[src/rtl/lcdm_pkg.sv]
package lcdm_pkg;

    localparam int NUM_COM = 4;
    localparam int COM_W   = 2;
    localparam int HALF_W  = 3;

    typedef enum logic [1:0] {
        LV_GND  = 2'b00,
        LV_LO   = 2'b01,
        LV_HI   = 2'b10,
        LV_FULL = 2'b11
    } lvl_e;

    typedef enum logic {
        BIAS_HALF  = 1'b0,
        BIAS_THIRD = 1'b1
    } bias_e;

    typedef struct packed {
        logic [COM_W-1:0] phase;
        logic             pol;
        bias_e            bias;
    } seq_s;

    typedef struct packed {
        bias_e bias_req;
        logic  disp_en;
        logic  lcd_off;
    } ctl_s;

    // Common electrode level: extreme when selected, middle otherwise.
    function automatic lvl_e com_code(input logic sel, input logic pol, input bias_e bias);
        lvl_e r;
        if (sel)
            r = pol ? LV_GND : LV_FULL;
        else if (bias == BIAS_THIRD)
            r = pol ? LV_HI : LV_LO;
        else
            r = LV_LO;
        return r;
    endfunction

    // Segment electrode level: ON opposes the selected common.
    function automatic lvl_e seg_code(input logic on, input logic pol, input bias_e bias);
        lvl_e r;
        if (on)
            r = pol ? LV_FULL : LV_GND;
        else if (bias == BIAS_THIRD)
            r = pol ? LV_LO : LV_HI;
        else
            r = pol ? LV_GND : LV_FULL;
        return r;
    endfunction

endpackage

[src/rtl/lcdm_seq.sv]
module lcdm_seq
    import lcdm_pkg::*;
#(
    parameter int HP_TICKS = 4
) (
    input  logic  clk,
    input  logic  rst,
    input  logic  restart,
    input  logic  tick,
    input  bias_e bias_req,
    output seq_s  seq
);

    localparam int LEN_MAX = 2 * HP_TICKS;
    localparam int CNT_W   = (LEN_MAX > 1) ? $clog2(LEN_MAX) : 1;
    localparam logic [CNT_W-1:0] LAST_THIRD = CNT_W'(HP_TICKS - 1);
    localparam logic [CNT_W-1:0] LAST_HALF  = CNT_W'(LEN_MAX - 1);
    localparam logic [HALF_W-1:0] LAST_SLOT = '1;

    logic [CNT_W-1:0]  cnt;
    logic [HALF_W-1:0] slot;
    bias_e             bias_act;
    logic              slot_done;

    assign slot_done = (cnt == ((bias_act == BIAS_THIRD) ? LAST_THIRD : LAST_HALF));

    always_ff @(posedge clk) begin
        if (rst) begin
            cnt      <= '0;
            slot     <= '0;
            bias_act <= BIAS_HALF;
        end else if (restart) begin
            cnt      <= '0;
            slot     <= '0;
            bias_act <= bias_req;
        end else if (tick) begin
            if (slot_done) begin
                cnt <= '0;
                if (slot == LAST_SLOT) begin
                    slot     <= '0;
                    bias_act <= bias_req;
                end else begin
                    slot <= slot + 1'b1;
                end
            end else begin
                cnt <= cnt + 1'b1;
            end
        end
    end

    assign seq.phase = slot[HALF_W-1:1];
    assign seq.pol   = slot[0];
    assign seq.bias  = bias_act;

endmodule

[src/rtl/lcdm_cfg.sv]
module lcdm_cfg
    import lcdm_pkg::*;
#(
    parameter int NUM_SEG    = 16,
    parameter int GROUP_SEGS = 4
) (
    input  logic                               clk,
    input  logic                               rst,
    input  logic                               resume,
    input  logic                               cfg_we,
    input  logic                               cfg_bias_third,
    input  logic                               cfg_disp_on,
    input  logic                               cfg_lcd_off,
    input  logic [NUM_SEG-GROUP_SEGS-1:0]      cfg_seg_sel,
    input  logic                               map_we,
    input  logic [NUM_COM*NUM_SEG-1:0]         map_data,
    output ctl_s                               ctl,
    output logic [NUM_COM-1:0][NUM_SEG-1:0]    seg_map,
    output logic [NUM_COM-1:0]                 com_pin_en,
    output logic [NUM_SEG-1:0]                 seg_pin_en
);

    localparam int INDIV = NUM_SEG - GROUP_SEGS;

    logic [INDIV-1:0] seg_sel;

    always_ff @(posedge clk) begin
        if (rst) begin
            ctl.bias_req <= BIAS_HALF;
            ctl.disp_en  <= 1'b0;
            ctl.lcd_off  <= 1'b1;
            seg_sel      <= '0;
        end else if (resume) begin
            ctl.disp_en  <= 1'b0;
        end else if (cfg_we) begin
            ctl.bias_req <= cfg_bias_third ? BIAS_THIRD : BIAS_HALF;
            ctl.disp_en  <= cfg_disp_on;
            ctl.lcd_off  <= cfg_lcd_off;
            seg_sel      <= cfg_seg_sel;
        end
    end

    always_ff @(posedge clk) begin
        if (rst)
            seg_map <= '0;
        else if (map_we)
            seg_map <= map_data;
    end

    assign com_pin_en = {NUM_COM{~ctl.lcd_off}};

    for (genvar s = 0; s < NUM_SEG; s++) begin : g_pin
        if (s < GROUP_SEGS) begin : g_grp
            assign seg_pin_en[s] = ~ctl.lcd_off;
        end else begin : g_ind
            assign seg_pin_en[s] = ~ctl.lcd_off & seg_sel[s-GROUP_SEGS];
        end
    end

endmodule

[src/rtl/lcdm_levels.sv]
module lcdm_levels
    import lcdm_pkg::*;
#(
    parameter int NUM_SEG = 16
) (
    input  seq_s                            seq,
    input  logic                            disp_en,
    input  logic [NUM_COM-1:0][NUM_SEG-1:0] seg_map,
    output logic [2*NUM_COM-1:0]            com_lvl,
    output logic [2*NUM_SEG-1:0]            seg_lvl
);

    logic [NUM_SEG-1:0] row;

    assign row = seg_map[seq.phase];

    for (genvar c = 0; c < NUM_COM; c++) begin : g_com
        assign com_lvl[2*c +: 2] =
            com_code(disp_en && (seq.phase == COM_W'(c)), seq.pol, seq.bias);
    end

    for (genvar s = 0; s < NUM_SEG; s++) begin : g_seg
        assign seg_lvl[2*s +: 2] = seg_code(disp_en && row[s], seq.pol, seq.bias);
    end

endmodule

[src/rtl/lcdm_top.sv]
module lcdm_top
    import lcdm_pkg::*;
#(
    parameter int NUM_SEG    = 16,
    parameter int GROUP_SEGS = 4,
    parameter int HP_TICKS   = 4
) (
    input  logic                          clk,
    input  logic                          rst,
    input  logic                          tick,
    input  logic                          resume,
    input  logic                          cfg_we,
    input  logic                          cfg_bias_third,
    input  logic                          cfg_disp_on,
    input  logic                          cfg_lcd_off,
    input  logic [NUM_SEG-GROUP_SEGS-1:0] cfg_seg_sel,
    input  logic                          map_we,
    input  logic [4*NUM_SEG-1:0]          map_data,
    output logic [7:0]                    com_lvl,
    output logic [2*NUM_SEG-1:0]          seg_lvl,
    output logic [3:0]                    com_pin_en,
    output logic [NUM_SEG-1:0]            seg_pin_en
);

    ctl_s                            ctl;
    seq_s                            seq_st;
    logic [NUM_COM-1:0][NUM_SEG-1:0] seg_map;

    lcdm_cfg #(
        .NUM_SEG    (NUM_SEG),
        .GROUP_SEGS (GROUP_SEGS)
    ) u_cfg (
        .clk            (clk),
        .rst            (rst),
        .resume         (resume),
        .cfg_we         (cfg_we),
        .cfg_bias_third (cfg_bias_third),
        .cfg_disp_on    (cfg_disp_on),
        .cfg_lcd_off    (cfg_lcd_off),
        .cfg_seg_sel    (cfg_seg_sel),
        .map_we         (map_we),
        .map_data       (map_data),
        .ctl            (ctl),
        .seg_map        (seg_map),
        .com_pin_en     (com_pin_en),
        .seg_pin_en     (seg_pin_en)
    );

    lcdm_seq #(
        .HP_TICKS (HP_TICKS)
    ) u_seq (
        .clk      (clk),
        .rst      (rst),
        .restart  (resume),
        .tick     (tick),
        .bias_req (ctl.bias_req),
        .seq      (seq_st)
    );

    lcdm_levels #(
        .NUM_SEG (NUM_SEG)
    ) u_lvl (
        .seq     (seq_st),
        .disp_en (ctl.disp_en),
        .seg_map (seg_map),
        .com_lvl (com_lvl),
        .seg_lvl (seg_lvl)
    );

endmodule

[config.mk]
export PLATFORM = sky130hd
export DESIGN_NAME = lcdm_top
export DESIGN_NICKNAME = d
export VERILOG_FILES = /design/src/rtl/lcdm_pkg.sv /design/src/rtl/lcdm_seq.sv /design/src/rtl/lcdm_cfg.sv /design/src/rtl/lcdm_levels.sv /design/src/rtl/lcdm_top.sv
export SDC_FILE = /design/constraint.sdc
export NUM_CORES = 1
export LEC_CHECK = 0
export CAP_MARGIN = 20
export CORE_MARGIN = 3
export CORE_UTILIZATION = 49
export CTS_BUF_LIST = sky130_fd_sc_hd__clkbuf_8
export DETAILED_ROUTE_END_ITERATION = 8
export PLACE_DENSITY = 0.81
export SYNTH_ARGS = -nofsm -noshare
export SYNTH_HDL_FRONTEND = slang
export SYNTH_HIERARCHICAL = 1
export SYNTH_SLANG_ARGS = --single-unit
[constraint.sdc]
create_clock -name clk -period 3.1 [get_ports clk]
set_clock_uncertainty 0.05 [all_clocks]
set_input_delay 0.62 -clock clk [delete_from_list [all_inputs] [get_ports clk]]
set_output_delay 0.62 -clock clk [all_outputs]
set_load 0.01 [all_outputs]
==> results.json, run 1 <==
{
  "fillers": 772,
  "setup.worst_path.end_class": "output port",
  "r2r_start": "u_seq/slot[0]",
  "worstReg2RegEnd": "u_seq/slot[1]",
  "area_of_the_placeable_core_um2": 9280,
  "dieArea_um2": 10800,
  "routed_via_density": 5.17,
  "floorplan.rows": 35,
  "grt_first_pass_wirelength_um": 18800,
  "status": "complete, no violations",
  "cts_inserted_buffers": 9,
  "crit_path_cell_trace": "buf_12 > mux2i_1 > o22ai_2 > mux2_4 > clkdlybuf4s50_1",
  "final_util_pct": 67.7,
  "netlist_instances": 448,
  "design_power_total_w": 0.00241,
  "antenna_cells_inserted": 0,
  "slowest_stage": "dfxtp_4",
  "synth_seq_area_share_pct": 36.6,
  "yosys.area.top_type": "dfxtp_1",
  "yosys_register_bits": 86,
  "grt_antenna_before_repair": 0,
  "power_leakage_nw": 2.44,
  "clk_transition_reported_paths_ns": 0.08,
  "avgSynthCellArea_um2": 10.5,
  "area_share_of_the_largest_cell_type_after_synthesis_pct": 36.6,
  "port_buffers": 144,
  "setup_repair_after_global_routing_missed_its_margin": "false",
  "ios": 145,
  "tritoncts": "yes",
  "synth.net_count": 540,
  "globalRouteOverflowTotal": 0,
  "powerDensity_nw_per_um2": 384,
  "numClockSinks": 86,
  "netlist_area_um2": 4700,
  "ys_async_sr_fraction_pct": 0,
  "ys_top_cells_by_area": "dfxtp_1 37%, mux2i_1 26%, nor2_1 5.4%, mux2_4 5.1%, o22ai_2 4.3%",
  "initialDrtViolationCount": 115,
  "drt-pass1-iter-count": 5,
  "report.final.hold_viol_count": 0,
  "drt_drc_violations_left": 0,
  "max_slew_margin_pct": 44.8,
  "critical_path.max_stage_delay_ns": 0.48,
  "timing.hold.ws_ns": 0.419,
  "place.detailed.instances": 689,
  "count_of_placed_standard_cells_in_the_final_layout_fillers_left_out": 705,
  "cts_hold_repair.buffers": 0,
  "nets": 663,
  "cp.required_ns": 2.43,
  "hpwlAfterDp_um": 8760,
  "post_cts.repair.setup_buffers": 0,
  "timing.critical_path.from_type": "register",
  "root_buffer": "clkbuf_8",
  "yosys.cell_count.top_type": "mux2i_1",
  "whs_path_depth": 2,
  "drive_above_1_share_pct": 12.8,
  "total_length_of_routed_wires_um": 12000,
  "worst_ep_arrival_time_ns": 2.32,
  "post-route-min-period_ns": 2.99,
  "avgRoutedWirePerCell_um": 17.1,
  "slew_viol_final": 0,
  "seqCellArea_um2": 1730,
  "h-tree-depth": 3,
  "multiInputGateArea_um2": 2610,
  "die_w_um": 104,
  "ys_warn_count": 6,
  "number_of_vias_in_the_routed_layout": 3648,
  "synth_cell_type_count": 37,
  "synth_enable_flop_cells": 0,
  "timing_worst_setup_path_type": "register to output port",
  "max-vdd-ir-drop_mv": 0.262,
  "depth_of_the_worst_register_to_register_path": 5,
  "hold_path_end": "u_cfg/seg_sel[10]",
  "first_global_vias": 3646,
  "min_period_over_period_pct": 96.5,
  "yosys_most_used_dff": "dfxtp_1",
  "clock_latency_ns": 0.35,
  "max_cap_violations": 0,
  "cts-resized-gates": 2,
  "gpl.final_weighted_congestion": 0.902,
  "grt_usage_pct": 21.5,
  "area.growth.synth_to_final_pct": 33.8,
  "setup_tns_ns": 0,
  "largest_net_degree_at_the_start_of_global_routing": 55,
  "route.antenna.remaining_nets": 0,
  "cts_max_path_buffers": 2,
  "cell_types_with_the_highest_counts_after_synthesis": "121 x mux2i_1, 86 x dfxtp_1, 68 x nor2_1, 16 x mux2_4, 16 x o22ai_2",
  "setup_violations": 0,
  "min_from": "u_cfg/seg_sel[10]",
  "highest_clock_rate_ghz": 0.334,
  "dieHeight_um": 104,
  "setup.reg_to_reg.worst_slack_ns": 1.18,
  "starting_density_pct": 50.6,
  "critical_path.max_fanout": 18,
  "hold_path_class": "register to register",
  "worst_pin_slew_ns": 0.828
}
==> cells by family after synthesis <==
kind of cell	after synthesis	synth area share, %
compound gates	39	6.87
mux	139	31.4
fa+ha+maj	7	1.86
flops	86	36.6
simple gates	129	15.0
xor+xnor	2	0.373
buf+inv	46	7.91
==> per-stage QoR <==
stage          cell area [µm²]  setup slack (ns)
2_1_floorplan             4700             0.485
3_3_place_gp              6050             0.447
3_5_place_dp              6050             0.381
4_1_cts                   6280            0.0213
5_1_grt                   6280            0.0351
6_report                  6280             0.109
==> cells in the final DEF, fill, tap and decap left out, types with 2 or more instances in the layout <==
cell | Yosys | routed
a211oi_1 | 2 | 2
a31oi_1 | 2 | 2
and2b_1 | 4 | 4
buf_12 | 0 | 3
buf_4 | 13 | 9
clkbuf_8 | 1 | 12
clkdlybuf4s50_1 | 0 | 142
clkinvlp_4 | 0 | 2
dfxtp_1 | 86 | 84
ha_1 | 7 | 6
inv_1 | 2 | 2
mux2_2 | 2 | 2
mux2_4 | 16 | 16
mux2i_1 | 121 | 121
nand2_1 | 5 | 5
nand2b_1 | 14 | 14
nand4bb_1 | 13 | 13
nor2_1 | 68 | 68
nor2_2 | 3 | 3
nor2b_1 | 9 | 9
nor3_1 | 3 | 3
o21ai_0 | 8 | 8
o21ai_1 | 11 | 11
o22ai_2 | 16 | 16
xnor2_1 | 2 | 2
==> flip-flops by register name, indices dropped and copies added (netlist names) <==
| name | count |
|---|---|
| u_seq/cnt | 3 |
| u_seq/slot | 3 |
| u_seq/bias_act | 1 |
| u_cfg/seg_sel | 12 |
| u_cfg/seg_map | 64 |
| u_cfg/ctl | 3 |
==> how the worst max path moves through the flow <==
stage	startpoint	to	slack, ns	cells past startpoint
floorplan	u_seq/slot[0]	seg_lvl[13]	0.49	7
global placement	u_seq/slot[2]	seg_lvl[11]	0.45	5
detailed placement	u_seq/bias_act	seg_lvl[21]	0.38	5
CTS	u_seq/bias_act	seg_lvl[2]	0.02	4
global route	u_seq/slot[0]	seg_lvl[13]	0.04	5
finish	u_seq/slot[2]	seg_lvl[7]	0.11	5
==> power breakdown <==
part           internal (W)  switching [W]
combinational      0.000226       0.000152
clock              0.000440       0.000394
sequential          0.00116      0.0000385
total               0.00183       0.000584
==> layout make-up <==
cell class	instances	area share (%)
Timing Repair Buffer	155	24.7
Inverter	3	0.179
Multi-Input combinational cell	316	41.6
Clock inverter	4	0.856
Sequential cell	86	27.5
Tap cell	129	2.57
Clock buffer	12	2.63
==> critical path: cells and delay by family (launching register included) <==
family / cells / cell delay, ns
buf+inv: 2 / 0.69
flops: 1 / 0.48
compound gates: 1 / 0.15
mux: 2 / 0.66
==> layer usage <==
metal,GRT usage (%),wire length (µm),up-vias
met1,27.2,5230,1735
met4,5.13,145,0
met3,6.27,521,10
met5,0,0,-
li1,-,-,1808
met2,36.3,6140,95
No activity file was read; power rests on OpenSTA's default activity.
==> run 2: changes to the inputs <==
--- a/config.mk
+++ b/config.mk
@@ -11,6 +11,7 @@
 export CTS_BUF_LIST = sky130_fd_sc_hd__clkbuf_8
 export DETAILED_ROUTE_END_ITERATION = 8
 export PLACE_DENSITY = 0.81
+export REMOVE_ABC_BUFFERS = 1
 export SYNTH_ARGS = -nofsm -noshare
 export SYNTH_HDL_FRONTEND = slang
 export SYNTH_HIERARCHICAL = 1
==> run 2 against run 1 <==
Against the previous run:
- sequential share of layout area about the same
- worst hold slack worse by 0.0026 ns
- critical path type unchanged
- critical endpoint is now seg_lvl[1]
- clock-buffer cell count down 2
- worst setup slack better by 0.039 ns
- maximum frequency up 1.3%
- register-to-register slack about the same
==> results.json, run 2 (same netlist as run 1, synthesis figures left out) <==
{
  "status": "complete, no violations",
  "antenna_cells_inserted": 0,
  "post_cts.repair.setup_buffers": 0,
  "worstPathBufferInverterCount": 2,
  "initialDrtViolationCount": 116,
  "whs_path_depth": 2,
  "grt_usage_pct": 21.2,
  "floorplan.rows": 35,
  "avgRoutedWirePerCell_um": 16.3,
  "max_cap_violations": 0,
  "max-vdd-ir-drop_mv": 0.229,
  "layout.cells.most_common": "clkdlybuf4s50_1",
  "cp.required_ns": 2.43,
  "critPathTopFamily": "buffers and inverters",
  "highest_clock_rate_ghz": 0.339,
  "first_global_vias": 3728,
  "max_slew_margin_pct": 53.3,
  "min_from": "u_cfg/seg_sel[5]",
  "grt_antenna_before_repair": 0,
  "numClockSinks": 86,
  "crit_path_cell_trace": "nand2b_2 > buf_12 > o22ai_2 > mux2_4 > clkdlybuf4s50_1",
  "critical_path.max_fanout": 13,
  "largest_register": "u_cfg/seg_map",
  "drive_above_1_share_pct": 12.4,
  "timing.critical_path.from_type": "register",
  "clk_transition_reported_paths_ns": 0.09,
  "powerDensity_nw_per_um2": 390,
  "grt_first_pass_wirelength_um": 18800,
  "final_std_cell_area_no_fill_um2": 6260,
  "dieHeight_um": 104,
  "route.antenna.remaining_nets": 0,
  "setup_violations": 0,
  "starting_density_pct": 50.6,
  "slew_viol_final": 0,
  "drt_drc_violations_left": 0,
  "slowest_stage": "clkdlybuf4s50_1",
  "hold_path_end": "u_cfg/seg_sel[5]",
  "hpwlAfterDp_um": 8010,
  "min_period_over_period_pct": 95.2,
  "design_power_total_w": 0.00244,
  "ios": 145,
  "hold_path_class": "register to register",
  "report.final.hold_viol_count": 0,
  "cts_inserted_buffers": 9,
  "largest_register_ffs": 64,
  "worst_ep_arrival_time_ns": 2.28,
  "setup_repair_after_global_routing_missed_its_margin": "false",
  "depth_of_the_worst_register_to_register_path": 5,
  "globalRouteOverflowTotal": 0,
  "die_w_um": 104,
  "power_leakage_nw": 2.44,
  "fillers": 755,
  "r2r_start": "u_seq/slot[0]",
  "layout.cells.most_common_list": "142 x clkdlybuf4s50_1, 121 x mux2i_1, 85 x dfxtp_1, 68 x nor2_1",
  "worstReg2RegEnd": "u_seq/slot[0]",
  "reg_top3": "u_cfg/seg_map: 64 flops, u_cfg/seg_sel: 12 flops",
  "setup.worst_path.end_class": "output port",
  "post-route-min-period_ns": 2.95,
  "area_of_the_placeable_core_um2": 9280,
  "timing_worst_setup_path_type": "register to output port",
  "port_buffers": 144,
  "critical_path.max_stage_delay_ns": 0.47,
  "total_length_of_routed_wires_um": 11500,
  "area.growth.synth_to_final_pct": 33.3,
  "routed_via_density": 5.18,
  "setup.reg_to_reg.worst_slack_ns": 1.17,
  "dieArea_um2": 10800,
  "tritoncts": "yes",
  "gpl.final_weighted_congestion": 0.793,
  "nets": 661,
  "worst_pin_slew_ns": 0.701,
  "largest_net_degree_at_the_start_of_global_routing": 56,
  "drt-pass1-iter-count": 4,
  "setup_tns_ns": 0,
  "cts_max_path_buffers": 2,
  "number_of_vias_in_the_routed_layout": 3645,
  "clock_latency_ns": 0.34,
  "dpl-instance-area_um2": 6030,
  "h-tree-depth": 3,
  "root_buffer": "clkbuf_8"
}
-- run 2: power breakdown --
group          switching, W  total [W]  leakage (nW)  internal (W)
clock              0.000391   0.000866         0.114      0.000475
combinational      0.000151   0.000378          1.62      0.000227
sequential        0.0000321    0.00120         0.708       0.00116
total              0.000574    0.00244          2.44       0.00187
-- run 2: how the worst max path moves through the flow --
stage                     cells past startpoint  slack, ns     startpoint     endpoint
after floorplan                               4       0.22  u_seq/slot[0]  seg_lvl[11]
after global placement                        4       0.35  u_seq/slot[1]  seg_lvl[28]
after detailed placement                      4       0.36  u_seq/slot[1]  seg_lvl[28]
after CTS                                     5       0.02  u_seq/slot[1]   seg_lvl[1]
after global routing                          4      0.007   u_cfg/ctl[1]  seg_lvl[28]
final                                         5       0.15  u_seq/slot[1]   seg_lvl[1]
-- run 2: timing repair --
| item | 4_1_cts | 5_1_grt |
|---|---|---|
| gates resized for setup | 2 | 3 |
| hold buffers | 0 | 0 |
| endpoints found under the setup margin | 8 | 30 |
-- run 2: layout make-up --
class / count / area [µm²] / area share (%)
Multi-Input combinational cell: 316 / 2620 / 41.8
Sequential cell: 86 / 1720 / 27.5
Timing Repair Buffer: 153 / 1530 / 24.4
Tap cell: 129 / 161 / 2.58
Clock buffer: 10 / 138 / 2.20
Clock inverter: 6 / 85.1 / 1.36
Inverter: 3 / 11.3 / 0.180
-- run 2: through the flow --
| stage | util, % | instances | hold WS, ns | setup slack, ns |
|---|---|---|---|---|
| finish | 67.5 | 703 | 0.416 | 0.148 |
| global route | 67.5 | 703 | 0.441 | 0.00689 |
| CTS | 67.4 | 703 | 0.418 | 0.0245 |
| detailed placement | 64.9 | 687 | 0.408 | 0.355 |
| global placement | 64.9 | 687 | 0.398 | 0.347 |
| floorplan | - | 405 | 0.387 | 0.225 |
-- run 2: metal layers --
metal | vias up | GRT usage [%] | wire length (µm)
met3 | 9 | 5.09 | 760
met1 | 1713 | 27.3 | 5290
met2 | 119 | 35.8 | 5360
met5 | - | 0 | 0
met4 | 0 | 5.51 | 86
li1 | 1804 | - | -
-- run 2: worst min-delay path: stages (launching register included) --
cell and delay (ns):
dfxtp_1 0.32, nand2b_1 0.06, o21ai_1 0.05
